`src/rtl/wdt_presc.sv`:
```
module wdt_presc #(
  parameter int W = 11
) (
  input  logic clk,
  input  logic rst,
  input  logic clr,
  input  logic adv,
  output logic wrap
);
  logic [W-1:0] div_q;

  assign wrap = adv & (&div_q);

  always_ff @(posedge clk) begin
    if (rst || clr) div_q <= '0;
    else if (adv)   div_q <= div_q + 1'b1;
  end
endmodule

```
`src/rtl/wdt_count.sv`:
```
module wdt_count #(
  parameter int W = 8
) (
  input  logic         clk,
  input  logic         rst,
  input  logic         load,
  input  logic [W-1:0] load_val,
  input  logic         step,
  output logic [W-1:0] value,
  output logic         ovf
);
  logic [W-1:0] val_q;

  assign value = val_q;
  assign ovf   = step & (&val_q);

  always_ff @(posedge clk) begin
    if (rst)       val_q <= '0;
    else if (load) val_q <= load_val;
    else if (step) val_q <= val_q + 1'b1;
  end
endmodule

```
`src/rtl/wdt_pulse.sv`:
```
module wdt_pulse #(
  parameter int LEN = 3
) (
  input  logic clk,
  input  logic rst,
  input  logic fire,
  input  logic tick,
  output logic active
);
  localparam int LW = $clog2(LEN + 1);
  logic [LW-1:0] left_q;

  assign active = (left_q != '0);

  always_ff @(posedge clk) begin
    if (rst)                    left_q <= '0;
    else if (fire)              left_q <= LW'(LEN);
    else if (tick && active)    left_q <= left_q - 1'b1;
  end
endmodule

```
`src/rtl/reload_guard_wdt.sv`:
```
module reload_guard_wdt #(
  parameter int PRE_W     = 11,
  parameter int CNT_W     = 8,
  parameter int PULSE_LEN = 3,
  parameter int CTL_W     = 8,
  parameter int ARM_BIT   = 4
) (
  input  logic             clk,
  input  logic             rst,
  input  logic             wd_tick,
  input  logic             wd_enable,
  input  logic             ctl_wr,
  input  logic [CTL_W-1:0] ctl_wdata,
  input  logic             cnt_wr,
  input  logic [CNT_W-1:0] cnt_wdata,
  output logic [CNT_W-1:0] cnt_value,
  output logic             arm_flag,
  output logic             sys_rst_pulse,
  output logic             pd_inhibit
);
  // Named internal events, observed by the bound checker.
  logic load_ok;
  logic run;
  logic presc_wrap;
  logic cnt_ovf;
  logic arm_q;

  assign load_ok = cnt_wr & wd_enable & arm_q;
  assign run     = wd_enable & wd_tick & ~load_ok;

  always_ff @(posedge clk) begin
    if (rst)          arm_q <= 1'b0;
    else if (load_ok) arm_q <= 1'b0;
    else if (ctl_wr)  arm_q <= ctl_wdata[ARM_BIT];
  end

  wdt_presc #(.W(PRE_W)) u_presc (
    .clk  (clk),
    .rst  (rst),
    .clr  (load_ok),
    .adv  (run),
    .wrap (presc_wrap)
  );

  wdt_count #(.W(CNT_W)) u_count (
    .clk      (clk),
    .rst      (rst),
    .load     (load_ok),
    .load_val (cnt_wdata),
    .step     (presc_wrap),
    .value    (cnt_value),
    .ovf      (cnt_ovf)
  );

  wdt_pulse #(.LEN(PULSE_LEN)) u_pulse (
    .clk    (clk),
    .rst    (rst),
    .fire   (cnt_ovf),
    .tick   (wd_tick),
    .active (sys_rst_pulse)
  );

  assign arm_flag   = arm_q;
  assign pd_inhibit = wd_enable;
endmodule

```
`config.mk`:
```
export PLATFORM = sky130hd
export DESIGN_NAME = reload_guard_wdt
export DESIGN_NICKNAME = d
export VERILOG_FILES = /design/src/rtl/wdt_presc.sv /design/src/rtl/wdt_count.sv /design/src/rtl/wdt_pulse.sv /design/src/rtl/reload_guard_wdt.sv
export SDC_FILE = /design/constraint.sdc
export NUM_CORES = 1
export LEC_CHECK = 0
export BUFFER_PORTS_ARGS = -buffer_cell sky130_fd_sc_hd__clkbuf_2
export CAP_MARGIN = 40
export CORE_MARGIN = 5
export CORE_UTILIZATION = 50
export DETAILED_ROUTE_END_ITERATION = 6
export HOLD_SLACK_MARGIN = 0.02
export PLACE_DENSITY = 0.76
export SYNTH_ARGS = -nofsm -noshare
export SYNTH_HDL_FRONTEND = slang
export SYNTH_SLANG_ARGS = --single-unit
```
`constraint.sdc`:
```
create_clock -name clk -period 3 [get_ports clk]
set_input_delay 0.3 -clock clk [delete_from_list [all_inputs] [get_ports clk]]
set_output_delay 0.3 -clock clk [all_outputs]
set_load 0.005 [all_outputs]
```
# == Word level (Yosys, flattened, before mapping) ==
# Cells that the tools add are included.
# W data, S select, Z words.
# totals
romBits,0
ramBits,0
output_inout_bits,11
latchBits,0
in_bits,22
reg_bits,22
wordCells,26
n_memories,0
# classes
order_cmp,0
bitwise_logic,7
n_mux,4
n_shift,0
n_eq_ne,0
add_sub_neg,3
div,0
multipliers,0
reduce_logical,8
# ops
operator,n
$mux W8,2
$add A11 B1 Y11 const B,1
$reduce_and A11 Y1,1
$add A8 B1 Y8 const B,1
$reduce_and A8 Y1,1
$and A1 B1 Y1,6
$reduce_bool A2 Y1,3
$mux W2,2
$reduce_or A2 Y1,1
$sub A2 B1 Y2 const B,1
$logic_and A1 B1 Y1,1
$logic_or A1 B1 Y1,1
$not A1 Y1,1

# == Logic depth before layout (Yosys ltp) ==
# Gate-level depths: netlist of run 1.
# depth
depth_word,7
depth_mapped,6
mapped_depth_nobuf,6

# == Modules after synthesis ==
# A second synthesis of run 1 with hierarchy kept.
# unflattened
cells_unflattened,129
area_unflattened_um2,1122.3
# modules_own_cells
module,seq_area_each_um2,area_each_um2,instances,cells_each
wdt_presc,220.2,524.3,1,59
wdt_count,160.2,411.6,1,50
wdt_pulse,40.0,118.9,1,13
reload_guard_wdt,20.0,67.6,1,7

# == Worst setup path before layout of run 1 ==
# OpenSTA, ideal clock, no wires.
# synth_timing
path_type,reg-to-reg
startpoint,"register arm_q, in the netlist arm_flag"
endpoint,"register u_count.val_q[0], in the netlist u_count.value[0]"
n_path_buf,1
path_stages_with_launch,6
setup_time_ps,91
synth_period_minus_slack_ps,1797
arrival_time_ps,1706
t_required_ps,2909
slack_ps,1203
path_cell_list,dfxtp_1 > and2_4 > buf_6 > or3_4 > or4_1 > a311oi_1
# synth_via
elab_chain_cells,5
elab_cells_between_ends,6
cone_classes,mux: 1; bitwise: 4; reduce/logical: 1
# synth_lines
item,line,text
start: declaration,reload_guard_wdt.sv:26,logic arm_q;
start signal: assignment,reload_guard_wdt.sv:34,else if (ctl_wr) arm_q <= ctl_wdata[ARM_BIT];
$and A1 B1 Y1 (*),reload_guard_wdt.sv:28,assign load_ok = cnt_wr & wd_enable & arm_q;
$not A1 Y1,reload_guard_wdt.sv:29,assign run = wd_enable & wd_tick & ~load_ok;
$and A1 B1 Y1,reload_guard_wdt.sv:29,
$and A1 B1 Y1,wdt_presc.sv:12,assign wrap = adv & (&div_q);
$reduce_bool A2 Y1 (no source line),-,
end signal: assignment,wdt_count.sv:19,else if (load) val_q <= load_val;
end signal: assignment,wdt_count.sv:20,else if (step) val_q <= val_q + 1'b1;
end: declaration,wdt_count.sv:12,logic [W-1:0] val_q;
# Every way passes the cells marked *; elsewhere a longest branch is shown, timed or not.
# A chain may end at the register's enable or synchronous reset.

# == Worst setup path in the final report of run 1 ==
# layout_timing
startpoint,register u_presc.div_q[0]
endpoint,"register u_count.val_q[6], in the netlist u_count.value[6]"
# layout_via
elab_chain_cells,3
# layout_lines
item,line,text
start: declaration,wdt_presc.sv:10,logic [W-1:0] div_q;
start signal: assignment,wdt_presc.sv:16,else if (adv) div_q <= div_q + 1'b1;
$reduce_and A11 Y1,wdt_presc.sv:12,
$and A1 B1 Y1,wdt_presc.sv:12,
$reduce_bool A2 Y1 (no source line),-,
# No other way between the ends.

==> metrics.yaml, run 1 <==
synthesis:
  ys_types: 33
  synth-seq-cells: 22
  syn-num-nets: 180
  synth_top_area_cell: "dfxtp_1"
  synth_most_common_cell: "dfxtp_1"
  synthTopCellsByArea: "dfxtp_1 36%, xnor2_1 5.7%, nand2_1 4.9%"
  synth_cells: 155
  synth_area_per_cell_um2: 7.97
  syn_area_um2: 1230
  postSynth.asyncResetShare_pct: 0
  synth_top_cells_by_count: "22 x dfxtp_1, 16 x nand2_1, 15 x nor2_1"
  synth_edf_count: 0
  synth_top_area_share_pct: 35.7
  synthFlopType: "dfxtp_1"
  yosysWarnings: 0
  ys_seq_area_share_pct: 35.7
sta:
  slew_viol_final: 0
  setup_ws_ps: 1000
  worstMarginPinSlew_ps: 628
  fmax_mhz: 501
  setup_viol_count_final: 0
  setup_tns_ps: 0
  finalCriticalPeriod_ps: 2000
  hold_viol_final: 0
  fin_hold_ws_ps: 229
  rsz0062_at_grt: "false"
  finClkSkew_ps: 7.55
  max_slew_margin_pct: 58.0
  post-route-period-util_pct: 66.6
final_layout:
  fillers: 215
  nets: 200
  fin_util_pct: 56.9
  area_growth_pct: 11.0
  multi_input_area_um2: 727
  drive_above_1_share_pct: 17.9
  layout.area.seq_um2: 440
  fin_cells: 203
  fin_area_um2: 1370
  diodes: 0
die:
  die_w_um: 59.7
  io_pins: 33
  die_h_um: 59.7
  start_util_pct: 51.2
  core.rowCount: 18
  die_area_um2: 3560
  core_area_um2: 2410
drt:
  drc_errors: 0
  drt_iter0_drc: 81
  wl_per_cell_um: 13.7
  detail_route.wirelength_um: 2770
  dr.pass1.iters: 4
  vias_per_cell: 5.99
  via_count: 1215
  ant_nets: 0
power:
  ir_drop_uv: 240
  power-per-cell-area_nw_per_um2: 373
  power_mw: 0.512
  leakage_nw: 0.509
global_route:
  grt_usage_pct: 16.9
  grt_max_degree: 18
  overflow: 0
  antenna_found_initial: 0
  grt_pass1_wl_um: 4730
  grt_pass1_vias: 1101
setup_path:
  crit_arrival_ps: 2170
  r2r_start: "u_presc.div_q[0]"
  critical-path-max-stage-delay_ps: 430
  startpoint: "u_presc.div_q[0]"
  reg2reg_depth: 5
  cp_slowest_cell: "or3_4"
  worstSetupPathType: "reg -> reg"
  crit_path_cell_trace: "ha_1 -> nand2_1 -> or3_4 -> or3_1 -> a2111oi_1"
  cp-end-kind: "register"
  start_kind: "register"
  critPathRequiredTime_ps: 3180
  cp_max_fo: 15
place:
  hpwl_um: 2040
  port_buffers: 25
  gp_congestion: 0.803
  placedCellCount: 200
  placed_cell_area_um2: 1350
  pre_cts_ws_ps: 969
clocking:
  post_cts_resized: 0
  cts_inserted_buffers: 3
  clk_pin_slew_ps: 120
  cts_sinks: 22
  clock_latency_ps: 300
  cts_setup_buffers: 0
  cts_hold_buf: 0
  cts-root-buf: "clkbuf_4"
  cts_tree: "done"
  clockBufferDepth: 2
  htreeDepth: 1
flow_run:
  cap_violations: 0
hold_path:
  hp-start: "cnt_wdata[5]"
  worst_hold_path_type: "in -> reg"
  holdPathStages: 3
run_status:
  status: "completed"
where the power goes:
part           total [mW]  internal [mW]  switching (mW)
combinational      0.0649         0.0311          0.0337
clock               0.133         0.0468          0.0861
sequential          0.314          0.303          0.0112
total               0.512          0.381           0.131
worst paths after layout:
kind / end / slack (ps)
worst max register to register: u_count.value[6] / 1000
worst max-delay path: u_count.value[6] / 1000
worst min register to register: u_presc.div_q[10] / 500
worst min-delay path: u_count.value[5] / 230
per-layer routing:
layer	GRT usage [%]	vias to the layer above	wire length (um)
met5	0	-	0
met4	8.86	0	42
met3	2.81	4	137
met2	27.5	28	1350
met1	21.1	571	1250
li1	-	612	-
cells by family (layout without fill, tap and decap cells):
family | Yosys count | in the layout | synth area share [%]
simple gates | 82 | 82 | 36.0
xor+xnor | 8 | 8 | 5.67
buf+inv | 15 | 33 | 5.47
flops | 22 | 22 | 35.7
mux | 1 | 1 | 0.811
fa+ha+maj | 3 | 3 | 3.04
compound gates | 24 | 24 | 13.4
worst max-delay path, delay by kind of cell, from the launching register on:
kind / cells / cell delay (ps)
AOI/OAI and AO/OA: 1 / 380
adders and majority gates: 1 / 170
DFF: 1 / 400
and+or+nand+nor: 3 / 930
final cells by class:
type                       instances  share of cell area, %
multi-input combinational        118                   53.0
inverter                           5                   1.37
tap                               30                   2.74
clock buffer                       3                   1.64
sequential                        22                   32.1
timing repair buffer              25                   9.12
sequential cells by signal, summed over array words and instances (netlist names):
signal and flops:
u_presc.div_q 11, u_count.value 8, u_pulse.left_q 2, arm_flag 1
layout by cell type, fill, tap and decap left out:
cell type and instances:
nor4_1 9, dfxtp_1 22, and3_1 5, inv_1 5
clkbuf_4 3, nand4_1 5, nor3_1 3, or4_1 4
a311oi_1 5, and4_1 2, o31ai_1 4, mux2i_1 1
and2_4 1, o311ai_0 1, a31oi_1 1, xnor2_1 8
or3_1 4, nand3_1 9, nand2_1 16, nor3b_1 1
o211ai_1 1, a2111oi_1 1, a21oi_1 7, nor4b_1 2
ha_1 3, and2_1 3, clkbuf_2 25, a31o_2 1
or3_4 1, nor2_1 15, nor2b_1 2, o21ai_0 3
Note: power is estimated with default switching activity, not from simulation.
==> inputs of run 2 (changes only) <==
- clock period: 3 -> 2 ns (I/O delays scaled with it)
==> run 2 against run 1 <==
  * Clock skew is 5.9 ps higher
  * Final area increased by 6.5%
  * Final cell count increased by 4.4%
  * Utilization grew 3.7 points
  * Via count grew 7.0%
  * First-iteration DRC count fell by 77%
  * Maximum frequency up 2.3%
  * Clock power increased by 92%
  * Critical endpoint is now u_presc.div_q[10]
==> metrics.yaml, run 2 (same netlist as run 1, synthesis figures left out) <==
setup_path:
  endpoint: "u_presc.div_q[10]"  # was u_count.value[6]
  cp_max_fo: 7  # was 15
  start_kind: "register"  # unchanged
  reg2reg_depth: 6  # was 5
  reg2reg_to: "u_presc.div_q[10]"  # was u_count.value[6]
  critPathRequiredTime_ps: 2250  # was 3180 ps
  reg2reg_slack_ps: 50  # was 1000 ps
  cp_slowest_cell: "or4_1"  # was or3_4
  cp-end-kind: "register"  # unchanged
  startpoint: "u_presc.div_q[0]"  # unchanged
  crit_arrival_ps: 2200  # was 2170 ps
  worstSetupPathType: "reg -> reg"  # unchanged
  crit_path_cell_trace: "ha_1 -> nand2_2 -> or3_4 -> buf_4 -> or4_1 -> a21oi_1"  # was ha_1 -> nand2_1 -> or3_4 -> or3_1 -> a2111oi_1
  critical-path-max-stage-delay_ps: 500  # was 430 ps
  r2r_start: "u_presc.div_q[0]"  # unchanged
sta:
  max_slew_margin_pct: 68.3  # was 58.0%
  worstMarginPinSlew_ps: 468  # was 628 ps
  post-route-period-util_pct: 97.6  # was 66.6%
  slew_viol_final: 0  # unchanged
  fmax_mhz: 512  # was 501 MHz
  hold_viol_final: 0  # unchanged
  setup_ws_ps: 47.5  # was 1000 ps
  finClkSkew_ps: 13.4  # was 7.55 ps
  finalCriticalPeriod_ps: 1950  # was 2000 ps
  setup_viol_count_final: 0  # unchanged
final_layout:
  fin_cells: 212  # was 203
  area_growth_pct: 18.2  # was 11.0%
  drive_above_1_share_pct: 24.7  # was 17.9%
  nets: 208  # was 200
  diodes: 0  # unchanged
  final_common_cell: "clkbuf_2"  # unchanged
  regMostFlops: "u_presc.div_q"  # unchanged
  largest_register_ffs: 11  # unchanged
  final_cell_mix: "25 x clkbuf_2, 20 x dfxtp_1, 15 x nand2_1, 15 x nor2_1"  # was 25 x clkbuf_2, 22 x dfxtp_1, 16 x nand2_1, 15 x nor2_1
  fin_util_pct: 60.6  # was 56.9%
power:
  ir_drop_uv: 443  # was 240 uV
  power_mw: 0.832  # was 0.512 mW
  leakage_nw: 0.556  # was 0.509 nW
  power-per-cell-area_nw_per_um2: 570  # was 373 nW/um2
die:
  start_util_pct: 51.2  # unchanged
  die_area_um2: 3560  # unchanged
  core_area_um2: 2410  # unchanged
  die_w_um: 59.7  # unchanged
  io_pins: 33  # unchanged
  core.rowCount: 18  # unchanged
  die_h_um: 59.7  # unchanged
place:
  hpwl_um: 2280  # was 2040 um
  placedCellCount: 205  # was 200
  pre_cts_ws_ps: 44.3  # was 969 ps
  gp_congestion: 0.817  # was 0.803
  port_buffers: 25  # unchanged
global_route:
  grt_max_degree: 13  # was 18
  overflow: 0  # unchanged
  antenna_found_initial: 0  # unchanged
  grt_pass1_wl_um: 5100  # was 4730 um
  grt_usage_pct: 18.5  # was 16.9%
  grt_pass1_vias: 1226  # was 1,101
clocking:
  clockBufferDepth: 2  # unchanged
  cts_inserted_buffers: 3  # unchanged
  cts_hold_buf: 0  # unchanged
  cts-root-buf: "clkbuf_4"  # unchanged
  clock_latency_ps: 320  # was 300 ps
  cts_tree: "done"  # unchanged
  cts_sinks: 22  # unchanged
  htreeDepth: 1  # unchanged
  clk_pin_slew_ps: 130  # was 120 ps
drt:
  wl_per_cell_um: 14.7  # was 13.7 um
  drt_iter0_drc: 19  # was 81
  vias_per_cell: 6.13  # was 5.99
  drc_errors: 0  # unchanged
  via_count: 1300  # was 1,215
  detail_route.wirelength_um: 3120  # was 2770 um
  ant_nets: 0  # unchanged
  dr.pass1.iters: 4  # unchanged
flow_run:
  cap_violations: 0  # unchanged
hold_path:
  worst_hold_path_type: "in -> reg"  # unchanged
run_status:
  status: "completed"  # unchanged
==> run 2: cell count changes in the layout (fill, tap and decap cells not counted), sizes merged <==
cell,before,now
buf,0,8
clkbuf,28,29
==> run 2: timing repair <==
item / CTS / global route
resized for setup: 0 / 5
buffers inserted: 0 / 3
setup endpoints to repair: 0 / 4
==> run 2: per-stage QoR <==
step / setup TNS [ps] / hold WS (ps) / instance area [um2]
after floorplan: 0 / 346 / 1230
after global placement: 0 / 434 / 1390
after detailed placement: 0 / 448 / 1390
after CTS: 0 / 97.1 / 1420
after global routing: -33.3 / 126 / 1460
final: 0 / 104 / 1460
==> run 2: worst min-delay path by stage <==
stage | startpoint | end | slack, ps | cells after the start
after floorplan | cnt_wdata[5] | u_count.value[5] | 350 | 2
after global placement | cnt_wdata[5] | u_count.value[5] | 430 | 3
after detailed placement | cnt_wdata[5] | u_count.value[5] | 450 | 3
after CTS | cnt_wdata[5] | u_count.value[5] | 100 | 3
after global routing | cnt_wdata[5] | u_count.value[5] | 130 | 3
final | ctl_wdata[4] | arm_flag | 100 | 3
==> run 2: final cells by class <==
class / instances / area (um2)
Sequential cell: 22 / 443
Multi-Input combinational cell: 118 / 739
Timing Repair Buffer: 33 / 185
Fill cell: 224 / 950
Tap cell: 30 / 37.5
Inverter: 5 / 18.8
Clock buffer: 4 / 36.3
==> run 2: worst max-delay path, delay by kind of cell, from the launching register on <==
family	cells	cell delay (ps)
flops	1	370
compound gates	1	150
buf+inv	1	160
simple gates	3	1010
fa+ha+maj	1	180
==> run 2: layer usage <==
| metal | share of wire [%] | GRT usage (%) | up-vias |
|---|---|---|---|
| li1 | - | - | 631 |
| met1 | 41 | 20.6 | 620 |
| met2 | 51 | 33.3 | 41 |
| met3 | 5.8 | 2.81 | 8 |
| met4 | 2.4 | 9.81 | 0 |
| met5 | 0 | 0 | - |
==> run 2: power by group <==
group	total [mW]	internal [mW]	switching [mW]
combinational	0.105	0.0516	0.0534
sequential	0.472	0.455	0.0162
clock	0.255	0.111	0.144
==> inputs of run 3 (changes only) <==
- SETUP_SLACK_MARGIN: default -> 0.4
- clock period: 2 -> 2.1 ns (I/O delays scaled with it)
==> run 3 against run 2 <==
  * Die area did not move
  * Worst hold slack improved by 19 ps
  * Power fell by 3.2%
  * Sequential share of layout area fell by 1.7 points
  * Sequential cell count did not move
  * Maximum frequency rose by 13%
  * Combinational power rose by 4%
  * Clock-buffer cell count did not move
  * Register-to-register slack improved by 320 ps
==> metrics.yaml, run 3 (same netlist as run 1, synthesis figures left out) <==
run_status:
  status: "completed"  # unchanged
global_route:
  grt_pass1_vias: 1285  # was 1,226
  grt_pass1_wl_um: 5380  # was 5100 um
  antenna_found_initial: 0  # unchanged
  grt_usage_pct: 19.5  # was 18.5%
  overflow: 0  # unchanged
  grt_max_degree: 14  # was 13
clocking:
  cts_tree: "done"  # unchanged
  cts_hold_buf: 0  # unchanged
  cts_inserted_buffers: 3  # unchanged
  clk_pin_slew_ps: 130  # about the same
  cts-root-buf: "clkbuf_4"  # unchanged
  clockBufferDepth: 2  # unchanged
  clock_latency_ps: 320  # about the same
  htreeDepth: 1  # unchanged
  cts_sinks: 22  # unchanged
sta:
  rsz0062_at_grt: "true"
  hold_viol_final: 0  # unchanged
  finClkSkew_ps: 10.6  # was 13.4 ps
  fmax_mhz: 578  # was 512 MHz
  worstMarginPinSlew_ps: 438  # was 468 ps
  post-route-period-util_pct: 82.4  # was 97.6%
  max_slew_margin_pct: 70.4  # was 68.3%
  setup_tns_ps: 0  # unchanged
  finalCriticalPeriod_ps: 1730  # was 1950 ps
  setup_viol_count_final: 0  # unchanged
  slew_viol_final: 0  # unchanged
  fin_hold_ws_ps: 123  # was 104 ps
final_layout:
  regMostFlops: "u_presc.div_q"  # unchanged
  final_cell_mix: "25 x clkbuf_2, 16 x dfxtp_1, 15 x nor2_1, 14 x nand2_1, 10 x buf_4"  # was 25 x clkbuf_2, 20 x dfxtp_1, 15 x nand2_1, 15 x nor2_1
  largest_register_ffs: 11  # unchanged
  final_common_cell: "clkbuf_2"  # unchanged
  fin_cells: 215  # was 212
  nets: 211  # was 208
  drive_above_1_share_pct: 32.4  # was 24.7%
  diodes: 0  # unchanged
  area_growth_pct: 26.5  # was 18.2%
setup_path:
  cp_num_buf_inv: 0  # was 1
  cp-end-kind: "register"  # unchanged
  worstSetupPathType: "reg -> reg"  # unchanged
  cp_max_fo: 6  # was 7
  reg2reg_slack_ps: 370  # was 50 ps
  crit_arrival_ps: 1960  # was 2200 ps
  critical-path-max-stage-delay_ps: 410  # was 500 ps
  start_kind: "register"  # unchanged
  reg2reg_to: "u_count.value[0]"  # was u_presc.div_q[10]
  cp_slowest_cell: "or3_4"  # was or4_1
  r2r_start: "u_presc.div_q[0]"  # unchanged
  crit_path_cell_trace: "ha_4 -> nand2_4 -> or3_4 -> or4_1 -> a311oi_1"  # was ha_1 -> nand2_2 -> or3_4 -> buf_4 -> or4_1 -> a21oi_1
  reg2reg_depth: 5  # was 6
  critPathRequiredTime_ps: 2330  # was 2250 ps
  path_delay_family: "simple AND/OR/NAND/NOR gates"  # unchanged
  cp_num_cells: 5  # was 6
  endpoint: "u_count.value[0]"  # was u_presc.div_q[10]
  startpoint: "u_presc.div_q[0]"  # unchanged
place:
  port_buffers: 25  # unchanged
  hpwl_um: 2160  # was 2280 um
  placedCellCount: 204  # was 205
  gp_congestion: 0.800  # was 0.817
hold_path:
  hp-start: "ctl_wdata[4]"  # unchanged
  holdPathStages: 3  # unchanged
  worst_hold_path_type: "in -> reg"  # unchanged
die:
  die_w_um: 59.7  # unchanged
  start_util_pct: 51.2  # unchanged
  io_pins: 33  # unchanged
  die_area_um2: 3560  # unchanged
  die_h_um: 59.7  # unchanged
  core.rowCount: 18  # unchanged
  core_area_um2: 2410  # unchanged
flow_run:
  cap_violations: 0  # unchanged
power:
  ir_drop_uv: 389  # was 443 uV
  power_mw: 0.805  # was 0.832 mW
  leakage_nw: 0.617  # was 0.556 nW
  power-per-cell-area_nw_per_um2: 515  # was 570 nW/um2
drt:
  vias_per_cell: 6.11  # was 6.13
  via_count: 1314  # was 1,300
  drc_errors: 0  # unchanged
  drt_iter0_drc: 80  # was 19
  ant_nets: 0  # unchanged
  detail_route.wirelength_um: 3220  # was 3120 um
  dr.pass1.iters: 4  # unchanged
  wl_per_cell_um: 15.0  # was 14.7 um
==> run 3: metal layers <==
metal | GRT usage, % | wire, um | vias up
met1 | 22.7 | 1310 | 633
met2 | 34.1 | 1680 | 34
met3 | 3.24 | 154 | 9
met5 | 0 | 0 | -
met4 | 9.81 | 74 | 0
li1 | - | - | 638
==> run 3: repair_timing <==
action / in CTS / in global routing
cloned: 1 / 0
gates resized for setup: 13 / 4
setup buffers: 5 / 1
endpoints found under the hold margin: 0 / 0
pin swaps: 8 / 3
setup endpoints to repair: 6 / 9
==> run 3: worst min path at each step <==
| stage | end | slack, ps |
|---|---|---|
| 6_report | arm_flag | 120 |
| 4_1_cts | u_count.value[5] | 120 |
| 3_5_place_dp | u_count.value[5] | 460 |
| 3_3_place_gp | u_count.value[5] | 440 |
| 2_1_floorplan | u_count.value[5] | 360 |
| 5_1_grt | u_count.value[5] | 110 |
==> run 3: stage by stage <==
step | utilization [%] | setup slack (ps) | instance area [um2]
3_5_place_dp | 58.0 | 210 | 1400
5_1_grt | 64.8 | 313 | 1560
3_3_place_gp | 58.0 | 266 | 1400
6_report | 64.8 | 369 | 1560
2_1_floorplan | - | 396 | 1250
4_1_cts | 63.9 | 368 | 1540
==> run 3: worst register-to-register path: cells and delay by family (launching register included) <==
| family | cells | cell delay [ps] |
|---|---|---|
| compound gates | 1 | 230 |
| fa+ha+maj | 1 | 150 |
| flops | 1 | 380 |
| simple gates | 3 | 880 |
==> run 3: final cells by class <==
| cell class | instances | area (um2) |
|---|---|---|
| Clock buffer | 4 | 36.3 |
| Fill cell | 204 | 847 |
| Sequential cell | 22 | 448 |
| Inverter | 5 | 18.8 |
| Timing Repair Buffer | 35 | 200 |
| Multi-Input combinational cell | 119 | 822 |
| Tap cell | 30 | 37.5 |
==> run 3: power breakdown <==
group / total [mW] / leakage (nW) / internal [mW] / switching, mW
Clock: 0.245 / 0.0210 / 0.106 / 0.139
Sequential: 0.450 / 0.181 / 0.434 / 0.0166
Combinational: 0.109 / 0.415 / 0.0529 / 0.0563
Total: 0.805 / 0.617 / 0.593 / 0.212
